`config.mk`:
```
export PLATFORM = sky130hd
export DESIGN_NAME = wave_timer
export DESIGN_NICKNAME = d
export VERILOG_FILES = /design/src/rtl/wtmr_pkg.sv /design/src/rtl/wtmr_prescale.sv /design/src/rtl/wtmr_count.sv /design/src/rtl/wtmr_wave.sv /design/src/rtl/wave_timer.sv
export SDC_FILE = /design/constraint.sdc
export NUM_CORES = 1
export LEC_CHECK = 0
export BUFFER_PORTS_ARGS = -buffer_cell sky130_fd_sc_hd__buf_2
export CAP_MARGIN = 25
export CORE_ASPECT_RATIO = 1.25
export CORE_MARGIN = 2
export CORE_UTILIZATION = 30
export CTS_CLUSTER_SIZE = 40
export DETAILED_ROUTE_END_ITERATION = 8
export PLACE_DENSITY_LB_ADDON = 0.12
export RECOVER_POWER = 100
export REMOVE_ABC_BUFFERS = 1
export SLEW_MARGIN = 10
export SYNTH_ARGS = -nofsm -noshare
export SYNTH_HDL_FRONTEND = slang
export SYNTH_SLANG_ARGS = --single-unit
```
`constraint.sdc`:
```
create_clock -name clk -period 5.25 [get_ports clk]
set_input_delay 0.525 -clock clk [delete_from_list [all_inputs] [get_ports clk]]
set_output_delay 0.525 -clock clk [all_outputs]
set_load 0.005 [all_outputs]
```
`src/rtl/wtmr_pkg.sv`:
```
package wtmr_pkg;
  typedef enum logic [1:0] {
    ACT_NONE   = 2'b00,
    ACT_LO_CMP = 2'b01,
    ACT_HI_CMP = 2'b10,
    ACT_TOGGLE = 2'b11
  } act_e;
endpackage

```
`src/rtl/wtmr_prescale.sv`:
```
module wtmr_prescale #(
  parameter int PRE_W = 3
) (
  input  logic             clk,
  input  logic             rst_n,
  input  logic             run_en,
  input  logic [PRE_W-1:0] pre_sel,
  output logic             tick_o
);
  localparam int DIV_W = 2 * ((1 << PRE_W) - 1);

  logic [DIV_W-1:0] ps_q, ps_d;
  logic [DIV_W:0]   lim_m1;

  always_comb begin
    lim_m1 = ({{DIV_W{1'b0}}, 1'b1} << {pre_sel, 1'b0}) - 1'b1;
    tick_o = run_en && ({1'b0, ps_q} >= lim_m1);
    if (!run_en || tick_o) ps_d = '0;
    else                   ps_d = ps_q + 1'b1;
  end

  always_ff @(posedge clk or negedge rst_n) begin
    if (!rst_n) ps_q <= '0;
    else        ps_q <= ps_d;
  end

  AST_TICK_SPACED: assert property (@(posedge clk) disable iff (!rst_n)
    (tick_o && (pre_sel != '0)) |=> (!tick_o || (pre_sel == '0)));
endmodule

```
`src/rtl/wtmr_count.sv`:
```
module wtmr_count #(
  parameter int CNT_W = 16
) (
  input  logic             clk,
  input  logic             rst_n,
  input  logic             tick_i,
  input  logic             clk_mode_i,
  input  logic [CNT_W-1:0] reload_i,
  input  logic [CNT_W-1:0] cmp_i,
  input  logic             ovf_clr_i,
  output logic [CNT_W-1:0] cnt_q,
  output logic             ovf_q,
  output logic             ev_cmp_o,
  output logic             ev_rld_o,
  output logic             ev_wrap_o
);
  logic [CNT_W-1:0] cnt_d;
  logic [CNT_W:0]   inc;
  logic             ovf_d, moved;

  always_comb begin
    inc       = {1'b0, cnt_q} + 1'b1;
    cnt_d     = cnt_q;
    ev_wrap_o = 1'b0;
    if (tick_i && (reload_i != '0)) begin
      if (clk_mode_i ? (inc >= {1'b0, reload_i}) : (cnt_q >= reload_i)) begin
        cnt_d     = '0;
        ev_wrap_o = 1'b1;
      end else begin
        cnt_d = inc[CNT_W-1:0];
      end
    end
    moved    = (cnt_d != cnt_q);
    ev_cmp_o = moved && (cnt_d == cmp_i);
    ev_rld_o = moved && (cnt_d == reload_i);
    if (ev_wrap_o)      ovf_d = 1'b1;
    else if (ovf_clr_i) ovf_d = 1'b0;
    else                ovf_d = ovf_q;
  end

  always_ff @(posedge clk or negedge rst_n) begin
    if (!rst_n) begin
      cnt_q <= '0;
      ovf_q <= 1'b0;
    end else begin
      cnt_q <= cnt_d;
      ovf_q <= ovf_d;
    end
  end

  AST_WRAP_TO_ZERO: assert property (@(posedge clk) disable iff (!rst_n)
    ev_wrap_o |=> (cnt_q == '0 && ovf_q));
  AST_OVF_STICKY: assert property (@(posedge clk) disable iff (!rst_n)
    (ovf_q && !ovf_clr_i) |=> ovf_q);
  AST_ZERO_RELOAD_HOLD: assert property (@(posedge clk) disable iff (!rst_n)
    (reload_i == '0 && cnt_q == '0) |=> (cnt_q == '0));
  AST_NO_TICK_HOLD: assert property (@(posedge clk) disable iff (!rst_n)
    !tick_i |=> $stable(cnt_q));
endmodule

```
`src/rtl/wtmr_wave.sv`:
```
module wtmr_wave
  import wtmr_pkg::*;
(
  input  logic clk,
  input  logic rst_n,
  input  logic run_en,
  input  logic out_en,
  input  act_e act_i,
  input  logic ev_cmp_i,
  input  logic ev_rld_i,
  input  logic ev_wrap_i,
  output logic pin_q
);
  logic pin_d;

  always_comb begin
    pin_d = pin_q;
    unique case (act_i)
      ACT_NONE: begin
        if (out_en && ev_wrap_i) pin_d = ~pin_q;
      end
      ACT_LO_CMP: begin
        if (!run_en)        pin_d = 1'b0;
        else if (ev_wrap_i) pin_d = 1'b1;
        else if (ev_cmp_i)  pin_d = 1'b0;
      end
      ACT_HI_CMP: begin
        if (!run_en)       pin_d = 1'b1;
        else if (ev_rld_i) pin_d = 1'b0;
        else if (ev_cmp_i) pin_d = 1'b1;
      end
      ACT_TOGGLE: begin
        if (ev_cmp_i) pin_d = ~pin_q;
      end
      default: pin_d = pin_q;
    endcase
  end

  always_ff @(posedge clk or negedge rst_n) begin
    if (!rst_n) pin_q <= 1'b0;
    else        pin_q <= pin_d;
  end

  AST_IDLE_LOW: assert property (@(posedge clk) disable iff (!rst_n)
    (act_i == ACT_LO_CMP && !run_en) |=> !pin_q);
  AST_IDLE_HIGH: assert property (@(posedge clk) disable iff (!rst_n)
    (act_i == ACT_HI_CMP && !run_en) |=> pin_q);
  AST_PIN_KEEP_OFF: assert property (@(posedge clk) disable iff (!rst_n)
    (act_i == ACT_NONE && !out_en) |=> $stable(pin_q));
  AST_TOGGLE_STOPPED: assert property (@(posedge clk) disable iff (!rst_n)
    (act_i == ACT_TOGGLE && !run_en) |=> $stable(pin_q));
endmodule

```
`src/rtl/wave_timer.sv`:
```
module wave_timer
  import wtmr_pkg::*;
#(
  parameter int CNT_W = 16,
  parameter int PRE_W = 3
) (
  input  logic             clk,
  input  logic             rst_n,
  input  logic             run_en,
  input  logic             out_en,
  input  logic [1:0]       act_sel,
  input  logic [PRE_W-1:0] pre_sel,
  input  logic [CNT_W-1:0] reload_val,
  input  logic [CNT_W-1:0] cmp_val,
  input  logic             ovf_clr,
  output logic [CNT_W-1:0] count_q,
  output logic             ovf_flag,
  output logic             wave_out
);
  act_e act;
  logic tick, clk_mode, ev_cmp, ev_rld, ev_wrap;

  always_comb begin
    act      = act_e'(act_sel);
    clk_mode = (act == ACT_NONE) && out_en;
  end

  wtmr_prescale #(.PRE_W(PRE_W)) u_pre (
    .clk(clk), .rst_n(rst_n), .run_en(run_en), .pre_sel(pre_sel), .tick_o(tick)
  );

  wtmr_count #(.CNT_W(CNT_W)) u_cnt (
    .clk(clk), .rst_n(rst_n), .tick_i(tick), .clk_mode_i(clk_mode),
    .reload_i(reload_val), .cmp_i(cmp_val), .ovf_clr_i(ovf_clr),
    .cnt_q(count_q), .ovf_q(ovf_flag),
    .ev_cmp_o(ev_cmp), .ev_rld_o(ev_rld), .ev_wrap_o(ev_wrap)
  );

  wtmr_wave u_wave (
    .clk(clk), .rst_n(rst_n), .run_en(run_en), .out_en(out_en), .act_i(act),
    .ev_cmp_i(ev_cmp), .ev_rld_i(ev_rld), .ev_wrap_i(ev_wrap), .pin_q(wave_out)
  );

  AST_RUN_STOP_HOLD: assert property (@(posedge clk) disable iff (!rst_n)
    !run_en |=> $stable(count_q));
endmodule

```
Word-level counts from Yosys, hierarchy flattened. Cells that the tools add are included.

Flip-flop bits (word level): 32. Input bits: 42. Output and inout port bits: 18. Logic and storage cells: 51.

Add/sub/neg operators: 3. Order comparisons: 3. Eq/ne operators: 10. Shifts and indexed selects: 1. Mux-type cells: 17. Bitwise operators: 1. Reductions and logical operators: 12.

Operators with widths (number): $eq 16x16->1 (2); $mux 16 (2); $add 16x1->17 const B (1); $ge 17x16->1 (1); $ge 16x16->1 (1); $ne 16x16->1 (1); $reduce_bool 16->1 (1); $ge 14x15->1 (1); $shl 1x4->15 const A (1); $sub 15x1->15 const B (1); $add 14x1->14 const B (1); $mux 14 (1); $mux 1 (13); $logic_and 1x1->1 (6); $eq 2x2->1 const B (2); $ne 4x3->1 const B (1); $ne 4x4->1 const B (1); $pmux 1 s4 (1); $reduce_and 4->1 (1); $eq 2x1->1 const B (1); $logic_not 2->1 (1); $ne 2x1->1 const B (1); $ne 2x2->1 const B (1); $reduce_bool 2->1 (1); 3 further kinds (3).

Depth between registers and ports, before layout. Gate-level depths: netlist (run 1).

Depth in word-level cells: 12. Depth in mapped cells: 20. Mapped depth without buffers: 18.

By module. A second synthesis (run 1) with hierarchy kept.

Cells, all modules: 531. Area total of the unflattened synthesis: 4192.8 um^2.

By module, submodules not included: wtmr_count (times used 1, cells an instance 386, area each 2877.8 um^2, sequential area each 425.4 um^2); wtmr_prescale (times used 1, cells an instance 125, area each 1148.6 um^2, sequential area each 350.3 um^2); wtmr_wave (times used 1, cells an instance 19, area each 153.9 um^2, sequential area each 25.0 um^2); wave_timer (times used 1, cells an instance 1, area each 12.5 um^2, sequential area each 0.0 um^2).

Worst setup path after synthesis (run 1). Ideal clock, no wire load.

Kind: input to register. Start: input port pre_sel[0]. End: register u_wave.pin_q. Library setup time: 69 ps. Data arrival time: 4197 ps. Required time: 5181 ps. Slack: 985 ps. Cell stages on the path: 20. Buffers on the path: 3. Path through: clkbuf_1 -> or3_1 -> ha_1 -> clkbuf_1 -> nor3_1 -> a21oi_1 -> o22a_1 -> ha_1 -> a211oi_1 -> o211ai_1 -> nand2_1 -> o21a_1 -> nor2_1 -> buf_2 -> a21boi_0 -> mux2i_1 -> a2111oi_0 -> a31oi_1 -> or3_1 -> nand3_1.

Longest elaborated chain between the ends: 11. Elaborated cells between the ends (all ways): 23. Classes of those cells: add/sub (1); order compare (1); eq/ne (7); shift (1); mux (7); reduce/logical (6).

Ends and longest elaborated chain: start, declared (line wave_timer.sv:12) `input logic [PRE_W-1:0] pre_sel,`; $shl 1x4->15 (*) (line wtmr_prescale.sv:16) `lim_m1 = ({{DIV_W{1'b0}}, 1'b1} << {pre_sel, 1'b0}) - 1'b1;`; $sub 15x1->15 (*) (line wtmr_prescale.sv:16); $ge 14x15->1 (*) (line wtmr_prescale.sv:17) `tick_o = run_en && ({1'b0, ps_q} >= lim_m1);`; $logic_and 1x1->1 (*) (line wtmr_prescale.sv:17); $logic_and 1x1->1 (*) (line wtmr_count.sv:25) `if (tick_i && (reload_i != '0)) begin`; $mux 16 (line wtmr_count.sv:25); $ne 16x16->1 or $eq 16x16->1 (tied branches) (line wtmr_count.sv:33, wtmr_count.sv:35); $logic_and 1x1->1 (line wtmr_count.sv:35) `ev_rld_o = moved && (cnt_d == reload_i);`; $mux 1 (line wtmr_wave.sv:29) `else if (ev_rld_i) pin_d = 1'b0;`; $mux 1 (line wtmr_wave.sv:28) `if (!run_en) pin_d = 1'b1;`; $pmux 1 s4 (line wtmr_wave.sv:18) `unique case (act_i)`; end signal, assigned (line wtmr_wave.sv:41) `else pin_q <= pin_d;`; end, declared (line wtmr_wave.sv:12) `output logic pin_q`.

Mark *: on every way between the ends. The rest lies on a longest branch, timed or not. A chain may end at the register's enable or synchronous reset.

Worst setup path in the final report (run 1).
Start: register u_cnt.cnt_q[3]. End: register u_wave.pin_q.

Longest elaborated chain between the ends: 10. Elaborated cells between the ends (all ways): 24. Classes of those cells: add/sub (1); order compare (2); eq/ne (7); mux (10); reduce/logical (4).

Ends and longest elaborated chain: start, declared (line wtmr_count.sv:11) `output logic [CNT_W-1:0] cnt_q,`; start signal, assigned (line wtmr_count.sv:46) `cnt_q <= cnt_d;`; $add 16x1->17 (line wtmr_count.sv:22) `inc = {1'b0, cnt_q} + 1'b1;`; $ge 17x16->1 (line wtmr_count.sv:26) `if (clk_mode_i ? (inc >= {1'b0, reload_i}) : (cnt_q >= reload_i)) begin`; $mux 1 (line wtmr_count.sv:26); $mux 16 (line wtmr_count.sv:26); $mux 16 (line wtmr_count.sv:25); $ne 16x16->1 or $eq 16x16->1 (tied branches) (line wtmr_count.sv:33, wtmr_count.sv:35); $logic_and 1x1->1 (line wtmr_count.sv:35); $mux 1 (line wtmr_wave.sv:29); $mux 1 (line wtmr_wave.sv:28); $pmux 1 s4 (line wtmr_wave.sv:18).

Parallel ways exist; a longest one is shown, timed or not.

==> run metrics, run 1 <==
first-iteration detailed-routing DRC count a little under 500; clk buf depth 2; largest fanout on the critical path 10; Final TNS setup 0 ns; detailed-placement wirelength estimate 13.7 mm; CTS resizes 0; CTS buffer count 5; Final min period 5.08 ns; first-pass GRT wire length around 26 mm; io pins 60; worst hold slack approximately 0.43 ns; Req. time, crit path ~5.5 ns; VDD IR-drop max 0.109 mV; P_sw approximately 260 uW; final net count a little under 700; most frequent cells in the layout nand2_1, ha_1, buf_2; CTS Hold Bufs 0; Worst Setup Start Kind register; Final Util between 30% and 40%; worst-margin pin slew 1.87 ns; Mean Syn Cell Area 7.77 sq um; Worst EP arrival roughly 5.3 ns; share of layout cells above drive strength 1 ~14%; status finished, violations left; TritonRoute pass-1 iters 5; largest net degree at the start of global routing 33; grt total ovfl 0; Yosys warning total 0; worst setup path category register to register; FMAX between 150 and 200 MHz; unrepaired setup endpoints after global routing false; Vias/cell a little under 6; routed via count 4577; CTS Sinks 32; Sequential Power Share between 30% and 40%; Switching Fraction 33.1%; clk_lat worst skew between 0.2 and 0.3 ns; largest cells by area after synthesis dfrtp_1, ha_1, nand2_1, inv_1, o21ai_0; async set-reset flop share out of synthesis between 90% and 100%; Syn Inst Count about 530; detailed-route DRC error count 0; Area Growth Syn to Fin 16.1%; Die Ht roughly 140 um; max cap viols 1; # Post-CTS Setup Buffers 0; core area between 0.01 and 0.015 sq mm; failing checks max-capacitance violations, max-slew violations; Yosys reg bits 32; antenna violations before repair 0; largest area contributor in the synthesized netlist dfrtp_1; Clock Pin Slew Worst Setup and Hold Paths 0.06 ns; clock power share about 38%; ys flop type dfrtp_1; EDFF count, synth 0; reg2reg setup slack approximately 0.17 ns; Period Utilization, post-route around 97%; Die Area 0.0148 sq mm; Mapped Area approximately 0.0042 sq mm; clk_skew 0.00574 ns; GRT Total Usage between 20% and 30%; H-tree depth 2; antenna-violating nets left 0; Clk Tree Root Cell clkbuf_16; CP endpoint kind register; Combinational Power Share 28.7%; Finish-stage setup viols 0; Yosys top cell area share roughly a fifth; clock tree from TritonCTS done; Non-Filler Instances 775; Avg WL per Cell between 20 and 25 um; count of cell types in the netlist 70; placed insts ~770; Slew Limit Fails 33; number of global-route vias before repair between 4000 and 5000; Internal 528 uW; pwr dens around 160 mW/mm^2; HP Class input pin to register; post-synthesis sequential area ratio roughly 19%; final number of hold-violating endpoints 0; global placement routability congestion between 1 and 1.5; Rows 48; final WL 16.8 mm; n_diodes 0; max_slew headroom -24.4%; Die X-Extent around 110 um; Leakage approximately 0.0022 uW; starting density of the core between 30% and 40%; port buffer count 59
==> stage by stage <==
stage	power (uW)	setup WS (ns)	area (sq um)
floorplan	392	0.746	4040
global placement	494	0.281	4710
detailed placement	494	0.304	4710
CTS	796	0.293	4850
global route	834	0.0240	4820
finish	789	0.168	4820
==> sequential cells by signal, indices dropped and copies added, names as in the netlist <==
name	count
u_cnt.cnt_q	16
u_pre.ps_q	14
u_cnt.ovf_q	1
u_wave.pin_q	1
==> layer usage <==
| metal | GRT usage [%] | vias to the layer above | part of all wire [%] | wire length (um) |
|---|---|---|---|---|
| met3 | 2.89 | 52 | 5.1 | 861 |
| met5 | 0 | - | 0 | 0 |
| met4 | 13.0 | 0 | 5.8 | 972 |
| li1 | - | 2129 | - | - |
| met2 | 39.8 | 200 | 49 | 8320 |
| met1 | 28.1 | 2196 | 40 | 6660 |
==> power groups by stage <==
stage	sequential, uW	clock, uW	combinational [uW]
final	264	298	227
after global routing	265	317	251
after CTS	264	306	227
after detailed placement	268	0	225
after global placement	268	0	226
after floorplan	271	0	121
==> Yosys cell counts, drive strengths merged, types with 11 or more instances <==
library cell,count
nand3,29
dfrtp,32
nor2,39
nor3,18
ha,53
xor2,17
xnor2,11
nor4,11
o31ai,11
a21oi,20
nand4,19
o21ai,32
clkbuf,12
nand2,54
inv,47
==> kinds of logic after synthesis <==
logic type / share of synthesized area [%]
xor gates and xnor gates: 5.91
buffers and inverters: 6.84
adders and majority gates: 16.0
AOI/OAI and AO/OA: 24.2
muxes: 1.51
DFF: 19.3
and+or+nand+nor: 26.3
==> area by class of cell <==
cell class,instances,area (sq um)
multi-input cells,434,3070
fillers,1506,8870
flip-flops and latches,32,801
clock buffers,8,146
repair buffers,79,412
well taps,175,219
inverters,47,176
==> worst max-delay path: stages, from the launching register on <==
cell and delay, ns:
dfrtp_1 0.55, nand3_1 0.47, nor4_4 0.47, nand3_1 0.17, xor2_1 0.21, inv_1 0.06, ha_1 0.32, nand2b_1 0.11
a21oi_1 0.07, o311ai_0 0.58, nand3_2 0.31, nand2_2 0.22, buf_4 0.18, o221ai_1 0.21, a2111oi_4 0.43, a31oi_1 0.16
or3_1 0.38, nand3_1 0.09
==> path summary, 6_finish.rpt <==
kind / to / depth (start not counted) / from
max: u_wave.pin_q / 17 / u_cnt.cnt_q[3]
min: u_cnt.ovf_q / 2 / ovf_clr
max reg2reg: u_wave.pin_q / 17 / u_cnt.cnt_q[3]
min reg2reg: u_pre.ps_q[0] / 1 / u_pre.ps_q[0]
max in group asynchronous: u_pre.ps_q[8] / 1 / rst_n
min in group asynchronous: u_pre.ps_q[4] / 1 / rst_n
No activity file was read; power rests on OpenSTA's default activity.
==> run 2, diff against run 1 <==
Settings changed: CORE_MARGIN 2 to not set.
==> run metrics, run 2 (synthesis gave the netlist of run 1 again) <==
HP Class input pin to register; Period Utilization, post-route 92.6%; worst setup path category register to register; Worst Setup Start Kind register; first-iteration detailed-routing DRC count ~480; Clk Tree Root Cell clkbuf_16; clk buf depth 2; antenna-violating nets left 0; Worst EP arrival slightly above 5 ns; pwr dens between 150 and 200 mW/mm^2; grt total ovfl 0; # Post-CTS Setup Buffers 0; starting density of the core 31.1%; Finish-stage setup viols 0; reg2reg setup slack about 0.39 ns; CP endpoint kind register; CTS Hold Bufs 0; TritonRoute pass-1 iters 5; Leakage about 0.0022 uW; clk_lat worst skew approximately 0.29 ns; pre-CTS setup slack 0.496 ns; Slew Limit Fails 33; Area Growth Syn to Fin 16.6%; CP cell instances clkbuf_1, and4_1, nand3_1, xor2_1, inv_1, ha_1, a211o_1, o211ai_1, a21oi_1, nor3_2, nand3_1, and2_4, a2111o_1, a2111oi_4, a31oi_1, or3_1, nand3_1; unrepaired setup endpoints after global routing false; number of global-route vias before repair around 4500; max cap viols 1; FMAX 206 MHz; Avg WL per Cell approximately 23 um; io pins 60; first-pass GRT wire length approximately 27 mm; detailed-placement wirelength estimate 14.4 mm; Die X-Extent approximately 110 um; Final min period 4.86 ns; antenna violations before repair 0; cell with the most instances on the worst path nand3_1; final number of hold-violating endpoints 0; GRT Total Usage roughly a quarter; worst hold slack ~0.43 ns; port buffer count a little under 60; CTS resizes 0; clk_skew between 0.009 and 0.01 ns; Req. time, crit path roughly 5.5 ns; largest net degree at the start of global routing 33; n_diodes 0; Rows 47; CTS buffer count 5; CP max stage cell xor2_1; most frequent cells in the layout nand2_1, ha_1, buf_2; Clock Pin Slew Worst Setup and Hold Paths roughly 0.060 ns; Die Ht 134 um; final net count just under 700; placed insts 765; global placement routability congestion about 0.95; post-route setup slack approximately 0.39 ns; max reg flops 16; Most flops, register u_cnt.cnt_q; worst-margin pin slew roughly 2.0 ns; Vias/cell slightly below 6; detailed-route DRC error count 0; H-tree depth 2; share of layout cells above drive strength 1 around 15%; Die Area around 0.014 sq mm; largest registers u_cnt.cnt_q x16, u_pre.ps_q x14; CTS Sinks 32; VDD IR-drop max about 0.12 mV; status finished, violations left; routed via count roughly 4600; Crit path largest cell delay approximately 0.42 ns; Non-Filler Instances ~770; failing checks max-capacitance violations, max-slew violations; core area 0.0133 sq mm; Power Total about 840 uW; clock tree from TritonCTS done; Final TNS setup 0 ns; max_slew headroom -34.3%; largest fanout on the critical path 8; final WL roughly 18 mm
[run 2: changes by cell type in the layout (fill, tap and decap cells not counted)]
cell	delta
clkbuf_8	-1
nand3_2	-1
clkbuf_1	-2
clkinv_2	+1
bufinv_16	+1
nand3_1	+1
buf_2	+3
[run 2: critical path: cells and delay by family (launching register included)]
kind	cells	cell delay, ns
buf+inv	2	0.47
flops	1	0.40
xor+xnor	1	0.42
simple gates	7	1.84
compound gates	6	1.36
fa+ha+maj	1	0.31
[run 2: cell type report]
type / instances / area [sq um]
Inverter: 47 / 176
Sequential cell: 32 / 801
Tap cell: 171 / 214
Timing Repair Buffer: 81 / 423
Fill cell: 1440 / 8510
Clock inverter: 2 / 35.0
Multi-Input combinational cell: 434 / 3060
Clock buffer: 6 / 129
[run 2: final timing paths]
| path | from | endpoint | cells after the start |
|---|---|---|---|
| max in group asynchronous | rst_n | u_cnt.cnt_q[14] | 1 |
| worst max-delay path | u_cnt.cnt_q[3] | u_wave.pin_q | 17 |
| worst min-delay path | ovf_clr | u_cnt.ovf_q | 2 |
| worst min register to register | u_pre.ps_q[0] | u_pre.ps_q[0] | 1 |
| min in group asynchronous | rst_n | u_cnt.cnt_q[3] | 1 |
| worst max register to register | u_cnt.cnt_q[3] | u_wave.pin_q | 17 |
[run 2: layer usage]
metal | GRT usage (%) | vias to the layer above | wire (um) | share of wire (%)
li1 | - | 2128 | - | -
met2 | 44.6 | 206 | 8870 | 50
met5 | 0 | - | 0 | 0
met3 | 3.23 | 60 | 939 | 5.3
met4 | 13.2 | 0 | 932 | 5.3
met1 | 29.6 | 2193 | 6890 | 39
[run 2: power by group]
| part | switching, uW | internal [uW] |
|---|---|---|
| clock | 118 | 223 |
| combinational | 147 | 84.0 |
| sequential | 13.8 | 254 |
| total | 278 | 562 |
[run 2: metrics by stage]
stage	util [%]	area [sq um]
floorplan	-	4040
CTS	36.6	4880
finish	36.3	4840
global route	36.3	4840
detailed placement	35.3	4720
global placement	35.3	4720
==> run 3, diff against run 2 <==
Clock period 5.25 ns to 6.32 ns, I/O delays scaled along.
==> run metrics, run 3 (synthesis gave the netlist of run 1 again) <==
Clock Pin Slew Worst Setup and Hold Paths around 0.06 ns; Finish-stage setup viols 0; VDD IR-drop max 0.0805 mV; max reg flops 16; HP Class register to register; worst-margin pin slew 2.01 ns; status finished, violations left; CP endpoint kind register; Avg WL per Cell roughly 23 um; unrepaired setup endpoints after global routing false; io pins 60; H-tree depth 2; Leakage roughly 0.0022 uW; largest fanout on the critical path 23; detailed-route DRC error count 0; TritonRoute pass-1 iters 5; Die Ht about 130 um; n_diodes 0; Die X-Extent ~110 um; routed via count approximately 4500; max_slew headroom -34.1%; antenna-violating nets left 0; Final TNS setup 0 ns; Power Total around 690 uW; clock tree from TritonCTS done; first-iteration detailed-routing DRC count 449; Final min period 5.40 ns; final net count 687; Slew Limit Fails 33; clk_lat worst skew 0.28 ns; clk_skew roughly 0.0032 ns; pwr dens between 100 and 150 mW/mm^2; clk buf depth 2; CTS Hold Bufs 0; first-pass GRT wire length approximately 27 mm; port buffer count between 50 and 60; Worst EP arrival 5.62 ns; starting density of the core a little under a third; # Post-CTS Setup Buffers 0; antenna violations before repair 0; detailed-placement wirelength estimate around 14 mm; CTS buffer count 5; CTS Sinks 32; share of layout cells above drive strength 1 13.2%; Vias/cell ~5.9; failing checks max-capacitance violations, max-slew violations; number of global-route vias before repair about 4400; global placement routability congestion 0.959; Period Utilization, post-route 85.4%; Worst Setup Start Kind input pin; commonest non-fill, non-tap cell in the layout buf_2; CTS resizes 0; GRT Total Usage approximately a quarter; FMAX roughly 190 MHz; grt total ovfl 0; Rows 47; Area Growth Syn to Fin 14.3%; worst setup path category input pin to register; most frequent cells in the layout buf_2, nand2_1, ha_1; Die Area around 0.014 sq mm; Req. time, crit path 6.54 ns; Most flops, register u_cnt.cnt_q; max cap viols 1; final WL approximately 18 mm; largest registers u_cnt.cnt_q x16, u_pre.ps_q x14; final number of hold-violating endpoints 0; core area 0.0133 sq mm; Clk Tree Root Cell clkbuf_16; largest net degree at the start of global routing 33
run 3: cell count changes in the layout (fill, tap and decap cells not counted), sizes merged:
cell / previous run / this run
clkbuf: 20 / 18
buf: 67 / 60
run 3: path summary, 6_finish.rpt:
check | depth (start not counted) | slack (ns) | end | start
setup reg to reg | 17 | 1.01 | u_wave.pin_q | u_cnt.cnt_q[8]
setup / recovery | 18 | 0.92 | u_wave.pin_q | pre_sel[2]
max in group asynchronous | 1 | 4.25 | u_pre.ps_q[3] | rst_n
hold / removal | 1 | 0.51 | u_pre.ps_q[0] | u_pre.ps_q[0]
hold reg to reg | 1 | 0.51 | u_pre.ps_q[0] | u_pre.ps_q[0]
min in group asynchronous | 1 | 0.92 | u_pre.ps_q[11] | rst_n
run 3: final cells by class:
type,instances,area [sq um]
clock buffers,6,129
clock inverters,2,35.0
fillers,1427,8600
inverters,47,176
multi-input cells,434,3030
flip-flops and latches,32,801
well taps,171,214
repair buffers,72,355
run 3: critical path: stages:
cell,delay (ns)
clkbuf_1,0.14
or3_1,0.46
ha_1,0.32
nor3_1,0.20
a21oi_1,0.06
o22a_1,0.20
ha_1,0.29
a211oi_1,0.07
o211ai_1,0.17
nand2_1,0.18
o21ai_1,0.35
nand2_1,0.63
a221oi_1,0.77
nor2_1,0.12
a2111oi_0,0.38
a31oi_1,0.17
or3_1,0.39
nand3_1,0.08
run 3: through the flow:
step,worst slack (ns),instance area [sq um],utilization [%],hold slack (ns),std cells
after floorplan,1.71,4040,-,0.336,513
after global placement,0.772,4650,34.8,0.510,756
after detailed placement,0.859,4650,34.8,0.516,756
after CTS,1.15,4810,36.1,0.493,764
after global routing,0.621,4740,35.5,0.541,764
final,0.922,4740,35.5,0.515,764
run 3: power breakdown:
part | total (uW) | internal (uW) | switching, uW
Clock | 284 | 186 | 98.4
Sequential | 224 | 211 | 12.8
Combinational | 184 | 66.2 | 118
run 3: per-layer routing:
layer,track usage [%],wire length [um],vias up
met5,0,0,-
met2,42.2,8580,209
li1,-,-,2109
met3,2.25,898,64
met1,30.9,7040,2129
met4,16.1,1130,0
